$ cat config.mk
export PLATFORM = sky130hd
export DESIGN_NAME = turn_blinker
export DESIGN_NICKNAME = d
export VERILOG_FILES = /design/src/rtl/blink_pkg.sv /design/src/rtl/blink_debounce.sv /design/src/rtl/blink_tone.sv /design/src/rtl/turn_blinker.sv
export SDC_FILE = /design/constraint.sdc
export NUM_CORES = 1
export LEC_CHECK = 0
export BUFFER_PORTS_ARGS = -buffer_cell sky130_fd_sc_hd__buf_2
export CAP_MARGIN = 40
export CORE_MARGIN = 2
export CORE_UTILIZATION = 45
export DETAILED_ROUTE_END_ITERATION = 6
export PLACE_DENSITY = 0.64
export SYNTH_ARGS = -nofsm -noshare
export SYNTH_HDL_FRONTEND = slang
export SYNTH_SLANG_ARGS = --single-unit
$ cat constraint.sdc
create_clock -name clk -period 5.4 [get_ports clk]
set_input_delay 0.54 -clock clk [delete_from_list [all_inputs] [get_ports clk]]
set_output_delay 0.54 -clock clk [all_outputs]
set_load 0.05 [all_outputs]
$ cat src/rtl/blink_pkg.sv
// Package: shared types for the turn-signal blinker.
// Assumes nothing beyond IEEE 1800-2017.
package blink_pkg;

    // Sequencer phase: waiting, lamp lit, lamp dark.
    typedef enum logic [1:0] {
        PH_IDLE = 2'd0,
        PH_ON   = 2'd1,
        PH_OFF  = 2'd2
    } phase_t;

endpackage

$ cat src/rtl/blink_debounce.sv
// Module: blink_debounce
// Brings one asynchronous button level into the clock domain through two
// flops, then accepts a new level only after it has stayed constant for
// STABLE_CYCLES consecutive cycles.
// Assumes: STABLE_CYCLES >= 1, synchronous active-low reset.
module blink_debounce #(
    parameter int STABLE_CYCLES = 1_000_000
) (
    input  logic clk,
    input  logic rst_n,
    input  logic raw,
    output logic clean
);
    localparam int CW = $clog2(STABLE_CYCLES + 1);

    logic          meta;
    logic          synced;
    logic [CW-1:0] cnt;

    // Two-flop synchronizer for the raw level.
    always_ff @(posedge clk) begin
        if (!rst_n) begin
            meta   <= 1'b0;
            synced <= 1'b0;
        end else begin
            meta   <= raw;
            synced <= meta;
        end
    end

    // Stability counter: commit the new level once it has held long enough.
    always_ff @(posedge clk) begin
        if (!rst_n) begin
            cnt   <= '0;
            clean <= 1'b0;
        end else if (synced == clean) begin
            cnt <= '0;
        end else if (cnt == CW'(STABLE_CYCLES - 1)) begin
            clean <= synced;
            cnt   <= '0;
        end else begin
            cnt <= cnt + 1'b1;
        end
    end

    AST_DEB_ACCEPTS_SYNCED: assert property (@(posedge clk) disable iff (!rst_n)
        !$stable(clean) |-> ($past(synced) == clean));

endmodule

$ cat src/rtl/blink_tone.sv
// Module: blink_tone
// Free-running square wave that toggles every HALF_PERIOD cycles; the
// output is forced low whenever enable is 0.
// Assumes: HALF_PERIOD >= 2, synchronous active-low reset.
module blink_tone #(
    parameter int HALF_PERIOD = 50_000
) (
    input  logic clk,
    input  logic rst_n,
    input  logic enable,
    output logic tone
);
    localparam int DW = $clog2(HALF_PERIOD + 1);

    logic [DW-1:0] div_cnt;
    logic          square;

    // Divider: flip the square wave at the end of each half period.
    always_ff @(posedge clk) begin
        if (!rst_n) begin
            div_cnt <= '0;
            square  <= 1'b0;
        end else if (div_cnt == DW'(HALF_PERIOD - 1)) begin
            div_cnt <= '0;
            square  <= ~square;
        end else begin
            div_cnt <= div_cnt + 1'b1;
        end
    end

    assign tone = square & enable;

    AST_TONE_DIV_RANGE: assert property (@(posedge clk) disable iff (!rst_n)
        div_cnt <= DW'(HALF_PERIOD - 1));

endmodule

$ cat src/rtl/turn_blinker.sv
// Module: turn_blinker (top)
// Left/right indicator sequencer. A press of a single button starts a
// burst of BURST_FLASHES flashes on that side; a button still held when a
// flash ends extends the burst by one flash. Each side's speed switch
// halves its lit and dark times, sampled once per flash. The tone is gated
// by the lit lamp.
// Assumes: HALF_LOG2 >= 2, BURST_FLASHES >= 1, synchronous active-low reset.
module turn_blinker
    import blink_pkg::*;
#(
    parameter int CLK_HZ          = 100_000_000,
    parameter int TONE_HZ         = 1000,
    parameter int HALF_LOG2       = 25,
    parameter int DEBOUNCE_CYCLES = CLK_HZ / 100,
    parameter int BURST_FLASHES   = 3
) (
    input  logic clk,
    input  logic rst_n,
    input  logic btn_left,
    input  logic btn_right,
    input  logic fast_left,
    input  logic fast_right,
    output logic led_left,
    output logic led_right,
    output logic tone
);
    localparam int TONE_HALF = CLK_HZ / (2 * TONE_HZ);
    localparam int BW        = $clog2(BURST_FLASHES + 1);
    localparam logic [HALF_LOG2-1:0] LOAD_SLOW = '1;
    localparam logic [HALF_LOG2-1:0] LOAD_FAST = LOAD_SLOW >> 1;

    logic [1:0] btn_raw;
    logic [1:0] btn_deb;
    logic [1:0] sw_meta;
    logic [1:0] sw_sync;

    assign btn_raw = {btn_right, btn_left};

    // One conditioner per side: index 0 = left, 1 = right.
    for (genvar gi = 0; gi < 2; gi++) begin : g_side
        blink_debounce #(.STABLE_CYCLES(DEBOUNCE_CYCLES)) u_deb (
            .clk   (clk),
            .rst_n (rst_n),
            .raw   (btn_raw[gi]),
            .clean (btn_deb[gi])
        );
    end

    // Two-flop synchronizer for the speed switches.
    always_ff @(posedge clk) begin
        if (!rst_n) begin
            sw_meta <= '0;
            sw_sync <= '0;
        end else begin
            sw_meta <= {fast_right, fast_left};
            sw_sync <= sw_meta;
        end
    end

    phase_t                phase;
    logic                  side_q;     // 0 = left, 1 = right
    logic                  fast_q;     // rate of the flash in progress
    logic [HALF_LOG2-1:0]  cnt;
    logic [BW-1:0]         remaining;

    logic start_fast;
    logic next_fast;
    logic held;
    logic lit;

    function automatic logic [HALF_LOG2-1:0] load_for(input logic f);
        return f ? LOAD_FAST : LOAD_SLOW;
    endfunction

    // Switch and button views used when starting or extending a sequence.
    always_comb begin
        start_fast = btn_deb[1] ? sw_sync[1] : sw_sync[0];
        next_fast  = side_q ? sw_sync[1] : sw_sync[0];
        held       = side_q ? btn_deb[1] : btn_deb[0];
    end

    // Sequencer: idle wait, lit phase, dark phase with end-of-flash decision.
    always_ff @(posedge clk) begin
        if (!rst_n) begin
            phase     <= PH_IDLE;
            side_q    <= 1'b0;
            fast_q    <= 1'b0;
            cnt       <= '0;
            remaining <= '0;
        end else begin
            case (phase)
                PH_IDLE: begin
                    if (btn_deb[0] ^ btn_deb[1]) begin
                        side_q    <= btn_deb[1];
                        fast_q    <= start_fast;
                        cnt       <= load_for(start_fast);
                        remaining <= BW'(BURST_FLASHES);
                        phase     <= PH_ON;
                    end
                end
                PH_ON: begin
                    if (cnt == '0) begin
                        cnt   <= load_for(fast_q);
                        phase <= PH_OFF;
                    end else begin
                        cnt <= cnt - 1'b1;
                    end
                end
                PH_OFF: begin
                    if (cnt != '0) begin
                        cnt <= cnt - 1'b1;
                    end else if (remaining > BW'(1) || held) begin
                        if (remaining > BW'(1)) begin
                            remaining <= remaining - 1'b1;
                        end
                        fast_q <= next_fast;
                        cnt    <= load_for(next_fast);
                        phase  <= PH_ON;
                    end else begin
                        remaining <= '0;
                        phase     <= PH_IDLE;
                    end
                end
                default: phase <= PH_IDLE;
            endcase
        end
    end

    assign lit       = (phase == PH_ON);
    assign led_left  = lit & ~side_q;
    assign led_right = lit & side_q;

    blink_tone #(.HALF_PERIOD(TONE_HALF)) u_tone (
        .clk    (clk),
        .rst_n  (rst_n),
        .enable (lit),
        .tone   (tone)
    );

    AST_BOTH_NO_START: assert property (@(posedge clk) disable iff (!rst_n)
        (phase == PH_IDLE && btn_deb[0] && btn_deb[1]) |=> (phase == PH_IDLE));

    AST_SIDE_LOCKED: assert property (@(posedge clk) disable iff (!rst_n)
        (phase != PH_IDLE && $past(phase) != PH_IDLE) |-> $stable(side_q));

    AST_RATE_FROZEN: assert property (@(posedge clk) disable iff (!rst_n)
        (phase == PH_OFF || (phase == PH_ON && $past(phase) == PH_ON)) |-> $stable(fast_q));

    AST_BURST_RANGE: assert property (@(posedge clk) disable iff (!rst_n)
        (phase != PH_IDLE) |-> (remaining != '0 && remaining <= BW'(BURST_FLASHES)));

endmodule

==> results.py, run 1 <==
metrics = {
    "synthesis": {
        "synth-edff-count": 0,
        "synthCells": 555,
        "synth_top_area_frac": 0.409,
        "ys_seq_area_frac": 0.409,
        "yosys_warnings": 0,
        "ys_ff_latch": 98,
        "synth.distinct_cells": 57,
        "synth_common_cells": "dfxtp_1 (98), nor2_1 (85), xnor2_1 (37), xor2_1 (26)",
        "syn_nets": 571,
        "synthArstFlopShare": 0,
        "synth_area_leaders": "dfxtp_1 (41%), xnor2_1 (6.8%), nor2_1 (6.7%)",
        "syn_avg_cell_area_um2": 8.64,
        "yosysTopAreaCell": "dfxtp_1",
        "syn_area_um2": 4800,
        "yosys.cell_count.top_type": "dfxtp_1",
        "synth_ff_type": "dfxtp_1",
    },
    "routing": {
        "ant_nets": 0,
        "post-route-drc-count": 0,
        "viasPerCell": 5.67,
        "vias": 3915,
        "drtIter0Drc": 205,
        "first_pass_iters": 4,
        "wirelength_um": 9890,
        "avgRoutedWirePerCell_um": 14.3,
    },
    "setup_path": {
        "cp_max_fo": 13,
        "critPathMaxStageDelay_ps": 740,
        "crit_type": "reg2reg",
        "crit_buf_inv": 1,
        "cp_data_arrival_time_ps": 3270,
        "crit_chain": "inv_1 > ha_1 > nor4b_1 > nand4_1 > nor2_1 > a31oi_1 > o32ai_1",
        "cpMaxStageDelayCell": "nor2_1",
        "cp.required_ps": 5680,
        "critPathLaunchType": "flop",
        "crit_path_end_kind": "flop",
        "crit_family": "simple AND/OR/NAND/NOR gates",
    },
    "timing": {
        "rsz0062_at_grt": "false",
        "final-setup-viol-count": 0,
        "max_freq_mhz": 334,
        "worstMarginPinSlew_ps": 845,
        "hold_viol": 0,
        "slew_violations": 0,
        "fin_crit_sh": 0.555,
        "tns_ps": 0,
        "period_needed_ps": 3000,
        "slew_headroom": 0.429,
        "fin_skew_ps": 13.7,
        "whs_ps": 364,
    },
    "floorplan": {
        "die_h_um": 107,
        "num_rows": 37,
        "ios": 9,
        "core_um2": 10300,
        "start_util": 0.465,
        "dieWidth_um": 107,
        "dieArea_um2": 11500,
    },
    "power_and_ir_drop": {
        "p_leak_nw": 1.76,
        "power_density_nw_per_um2": 449,
        "ir_worst_vdd_mv": 0.337,
    },
    "global_routing": {
        "grt_first_pass_wirelength_um": 17000,
        "grt.total_usage": 0.184,
        "grt_overflow": 0,
        "grt_pass1_vias": 3615,
        "antenna_found_initial": 0,
        "grt_max_degree": 32,
    },
    "cts": {
        "numCtsBuffers": 9,
        "clockBufferDepth": 2,
        "cts_tree": "built",
        "htreeDepth": 3,
        "worstSkewPairLatency_ps": 380,
        "hold_buffers": 0,
        "cts_resized": 0,
        "cts_sinks": 98,
        "clockRootBuffer": "clkbuf_8",
        "clk_pin_slew_ps": 90,
        "postCtsSetupBuffers": 0,
    },
    "cells_and_area": {
        "n_antenna_cell": 0,
        "nNetsFinal": 570,
        "drive_gt1_frac": 0.0614,
        "final.fill_count": 1003,
        "syn2layout_area_growth_pct": 6.47,
    },
    "hold_path": {
        "hold_class": "in2reg",
    },
    "outcome": {
        "status": "finished, final reports clean",
    },
    "placement": {
        "hpwlAfterDp_um": 6780,
        "port_buffers": 8,
        "place_congestion": 0.825,
    },
    "job": {
        "cap_violations": 0,
    },
}
==> per-layer routing <==
layer,up-vias,track usage,routed length (µm)
li1,1975,-,-
met5,-,0,0
met2,48,0.306,4840
met3,6,0.0508,329
met1,1886,0.233,4650
met4,0,0.0529,73
==> layout by cell type (no fill, tap or decap), types with 3 or more instances in the layout <==
cell / count
dfxtp_1: 98
nor2_1: 85
xnor2_1: 37
xor2_1: 26
nand2_1: 24
o21ai_0: 24
a21oi_1: 22
nand3_1: 22
inv_1: 16
and2_1: 16
nor3_1: 15
o21a_1: 14
nand4_1: 13
a31oi_1: 13
or4_1: 10
ha_1: 10
clkbuf_8: 10
and3_1: 8
buf_2: 8
mux2i_1: 7
and4_1: 7
or3_1: 6
nor4_1: 6
nor4b_1: 6
o21ai_1: 3
o22ai_1: 3
o31ai_1: 3
==> path summary, 6_finish.rpt <==
kind,slack (ps),cells past startpoint,end,start
min,360,2,sw_meta[1]$_SDFF_PN0_,fast_right
max reg2reg,2400,7,remaining[1]$_SDFFE_PN0P_,cnt[0]$_SDFFE_PN0P_
max,2400,7,remaining[1]$_SDFFE_PN0P_,cnt[0]$_SDFFE_PN0P_
min reg2reg,440,1,g_side[1].u_deb.synced$_SDFF_PN0_,g_side[1].u_deb.meta$_SDFF_PN0_
==> sequential cells by signal, summed over array words and instances, names as in the netlist <==
register,cells
cnt,25
fast_q,1
g_side.u_deb.clean,2
g_side.u_deb.cnt,40
g_side.u_deb.meta,2
g_side.u_deb.synced,2
phase,2
remaining,2
side_q,1
sw_meta,2
sw_sync,2
u_tone.div_cnt,16
u_tone.square,1
==> through the flow <==
step | std cells | instance area [µm²] | util | power (W) | worst slack (ps)
global route | 690 | 5110 | 0.495 | 0.00246 | 2120
global placement | 678 | 4930 | 0.477 | 0.00181 | 2700
CTS | 690 | 5110 | 0.495 | 0.00230 | 2470
finish | 690 | 5110 | 0.495 | 0.00229 | 2400
floorplan | 555 | 4800 | - | 0.00163 | 3240
detailed placement | 679 | 4940 | 0.478 | 0.00184 | 2480
==> power breakdown <==
part           leakage, nW  internal, W  switching [W]  total (W)
Combinational        0.879     0.000356       0.000633   0.000989
Sequential           0.794     0.000783      0.0000722   0.000855
Clock               0.0860     0.000214       0.000236   0.000450
Total                 1.76      0.00135       0.000941    0.00229
==> layout make-up <==
cell class / instances / area (µm²) / area share
clock buffer: 10 / 138 / 0.0269
clock inverter: 1 / 30.0 / 0.00588
inverter: 17 / 63.8 / 0.0125
multi-input combinational: 418 / 2690 / 0.526
sequential: 98 / 1960 / 0.384
tap: 136 / 170 / 0.0333
timing repair buffer: 10 / 58.8 / 0.0115
==> worst register-to-register path, cell delays in order (launching register included) <==
cell     delay (ps)
dfxtp_1         340
inv_1           100
ha_1            190
nor4b_1         700
nand4_1         360
nor2_1          740
a31oi_1         180
o32ai_1         290
==> cells by family after synthesis <==
kind of cell,count (synthesis),share of synthesized area
buffers and inverters,39,0.0313
AND/OR/NAND/NOR,234,0.260
adder cells (fa/ha/maj),10,0.0261
XOR/XNOR,63,0.115
multiplexers,7,0.0146
AO/OA/AOI/OAI,104,0.144
flip-flops,98,0.409
Note: power is estimated with default switching activity, not from simulation.
==> inputs of run 2 (changes only) <==
clock period = 2.8 ns   (was 5.4 ns; I/O delays follow)
==> results.py, run 2 (same netlist as run 1, synthesis figures left out) <==
metrics = {
    "outcome": {
        "status": "finished, final reports clean",
    },
    "timing": {
        "worstMarginPinSlew_ps": 696,
        "fin_skew_ps": 5.84,
        "tns_ps": 0,
        "hold_viol": 0,
        "max_freq_mhz": 403,
        "slew_violations": 0,
        "period_needed_ps": 2480,
        "final-setup-viol-count": 0,
        "fin_crit_sh": 0.887,
        "slew_headroom": 0.536,
        "rsz0062_at_grt": "false",
    },
    "power_and_ir_drop": {
        "swShare": 0.405,
        "internal-power_w": 0.00278,
        "seqPwrFrac": 0.354,
        "power_frac_clock": 0.200,
        "switchingPower_w": 0.00189,
        "ir_worst_vdd_mv": 0.565,
        "power_density_nw_per_um2": 898,
        "p_leak_nw": 1.82,
        "pwr-share-comb": 0.447,
    },
    "job": {
        "cap_violations": 0,
    },
    "cts": {
        "clk_pin_slew_ps": 90,
        "clockBufferDepth": 2,
        "cts_tree": "built",
        "cts_sinks": 98,
        "cts_resized": 0,
        "clockRootBuffer": "clkbuf_8",
        "hold_buffers": 0,
        "htreeDepth": 3,
        "worstSkewPairLatency_ps": 360,
        "numCtsBuffers": 9,
        "postCtsSetupBuffers": 0,
    },
    "floorplan": {
        "dieWidth_um": 107,
        "num_rows": 37,
        "start_util": 0.465,
        "ios": 9,
        "die_h_um": 107,
        "core_um2": 10300,
        "dieArea_um2": 11500,
    },
    "global_routing": {
        "grt_first_pass_wirelength_um": 17000,
        "grt_pass1_vias": 3625,
        "grt_overflow": 0,
        "antenna_found_initial": 0,
        "grt.total_usage": 0.185,
        "grt_max_degree": 31,
    },
    "setup_path": {
        "crit_type": "reg2reg",
        "cp.required_ps": 3060,
        "critPathLaunchType": "flop",
        "crit_path_end_kind": "flop",
        "worstRegToRegCells": 8,
        "cp_data_arrival_time_ps": 2750,
        "cp_max_fo": 10,
    },
    "placement": {
        "place_congestion": 0.843,
        "placed_cell_area_um2": 5000,
        "port_buffers": 8,
        "hpwlAfterDp_um": 6940,
        "place_inst": 688,
    },
    "cells_and_area": {
        "drive_gt1_frac": 0.0792,
        "nNetsFinal": 579,
        "syn2layout_area_growth_pct": 8.42,
        "final.fill_count": 997,
        "largestRegisters": "g_side.u_deb.cnt: 40 flops, cnt: 25 flops, u_tone.div_cnt: 16 flops",
        "layout_common_cells": "dfxtp_1 (98), nor2_1 (85), xnor2_1 (37), xor2_1 (26)",
        "largest_reg_flops": 40,
        "fin_cells": 704,
        "final_common_cell": "dfxtp_1",
        "postLayoutCellArea_um2": 5200,
        "n_antenna_cell": 0,
        "top_register": "g_side.u_deb.cnt",
    },
    "routing": {
        "vias": 3916,
        "drtIter0Drc": 234,
        "viasPerCell": 5.56,
        "avgRoutedWirePerCell_um": 14.1,
        "post-route-drc-count": 0,
        "wirelength_um": 9950,
        "ant_nets": 0,
        "first_pass_iters": 4,
    },
    "hold_path": {
        "hold_path_depth": 2,
        "hold_class": "in2reg",
    },
}
[run 2: cell type report]
class / instances / area [µm²] / area share
Tap cell: 136 / 170 / 0.0327
Timing Repair Buffer: 19 / 123 / 0.0236
Sequential cell: 98 / 1960 / 0.377
Multi-Input combinational cell: 418 / 2690 / 0.516
Clock buffer: 14 / 163 / 0.0313
Clock inverter: 2 / 35.0 / 0.00674
Inverter: 17 / 63.8 / 0.0123
[run 2: power by group through the flow]
stage	clock network, W	logic (W)	registers (W)
finish	0.000932	0.00209	0.00165
global route	0.00104	0.00228	0.00167
CTS	0.000969	0.00207	0.00165
detailed placement	0	0.00206	0.00168
global placement	0	0.00203	0.00167
floorplan	0	0.00151	0.00164
[run 2: layer usage]
layer	global-route usage	wire, µm
met4	0.0714	163
met2	0.293	4690
met3	0.0496	316
met1	0.239	4780
met5	0	0
[run 2: path summary, 6_finish.rpt]
check | from | end | slack [ps]
max | cnt[0]$_SDFFE_PN0P_ | cnt[17]$_SDFFE_PN0P_ | 320
min | fast_right | sw_meta[1]$_SDFF_PN0_ | 120
max reg2reg | cnt[0]$_SDFFE_PN0P_ | cnt[17]$_SDFFE_PN0P_ | 320
min reg2reg | sw_meta[0]$_SDFF_PN0_ | sw_sync[0]$_SDFF_PN0_ | 440
[run 2: worst max-delay path, stage by stage, from the launching register on]
cell and delay (ps):
dfxtp_1 340, inv_1 100, ha_1 190, or4b_1 540, nor4_4 370, a31oi_2 290, buf_4 250, o21a_1 100
o221a_1 210
[run 2: metrics by stage]
step / power, W / hold slack (ps) / util / worst slack [ps]
3_5_place_dp: 0.00374 / 420 / 0.485 / 352
5_1_grt: 0.00499 / 91.5 / 0.504 / 189
2_1_floorplan: 0.00315 / 407 / - / 640
3_3_place_gp: 0.00370 / 417 / 0.485 / 426
6_report: 0.00467 / 120 / 0.504 / 317
4_1_cts: 0.00469 / 103 / 0.504 / 331
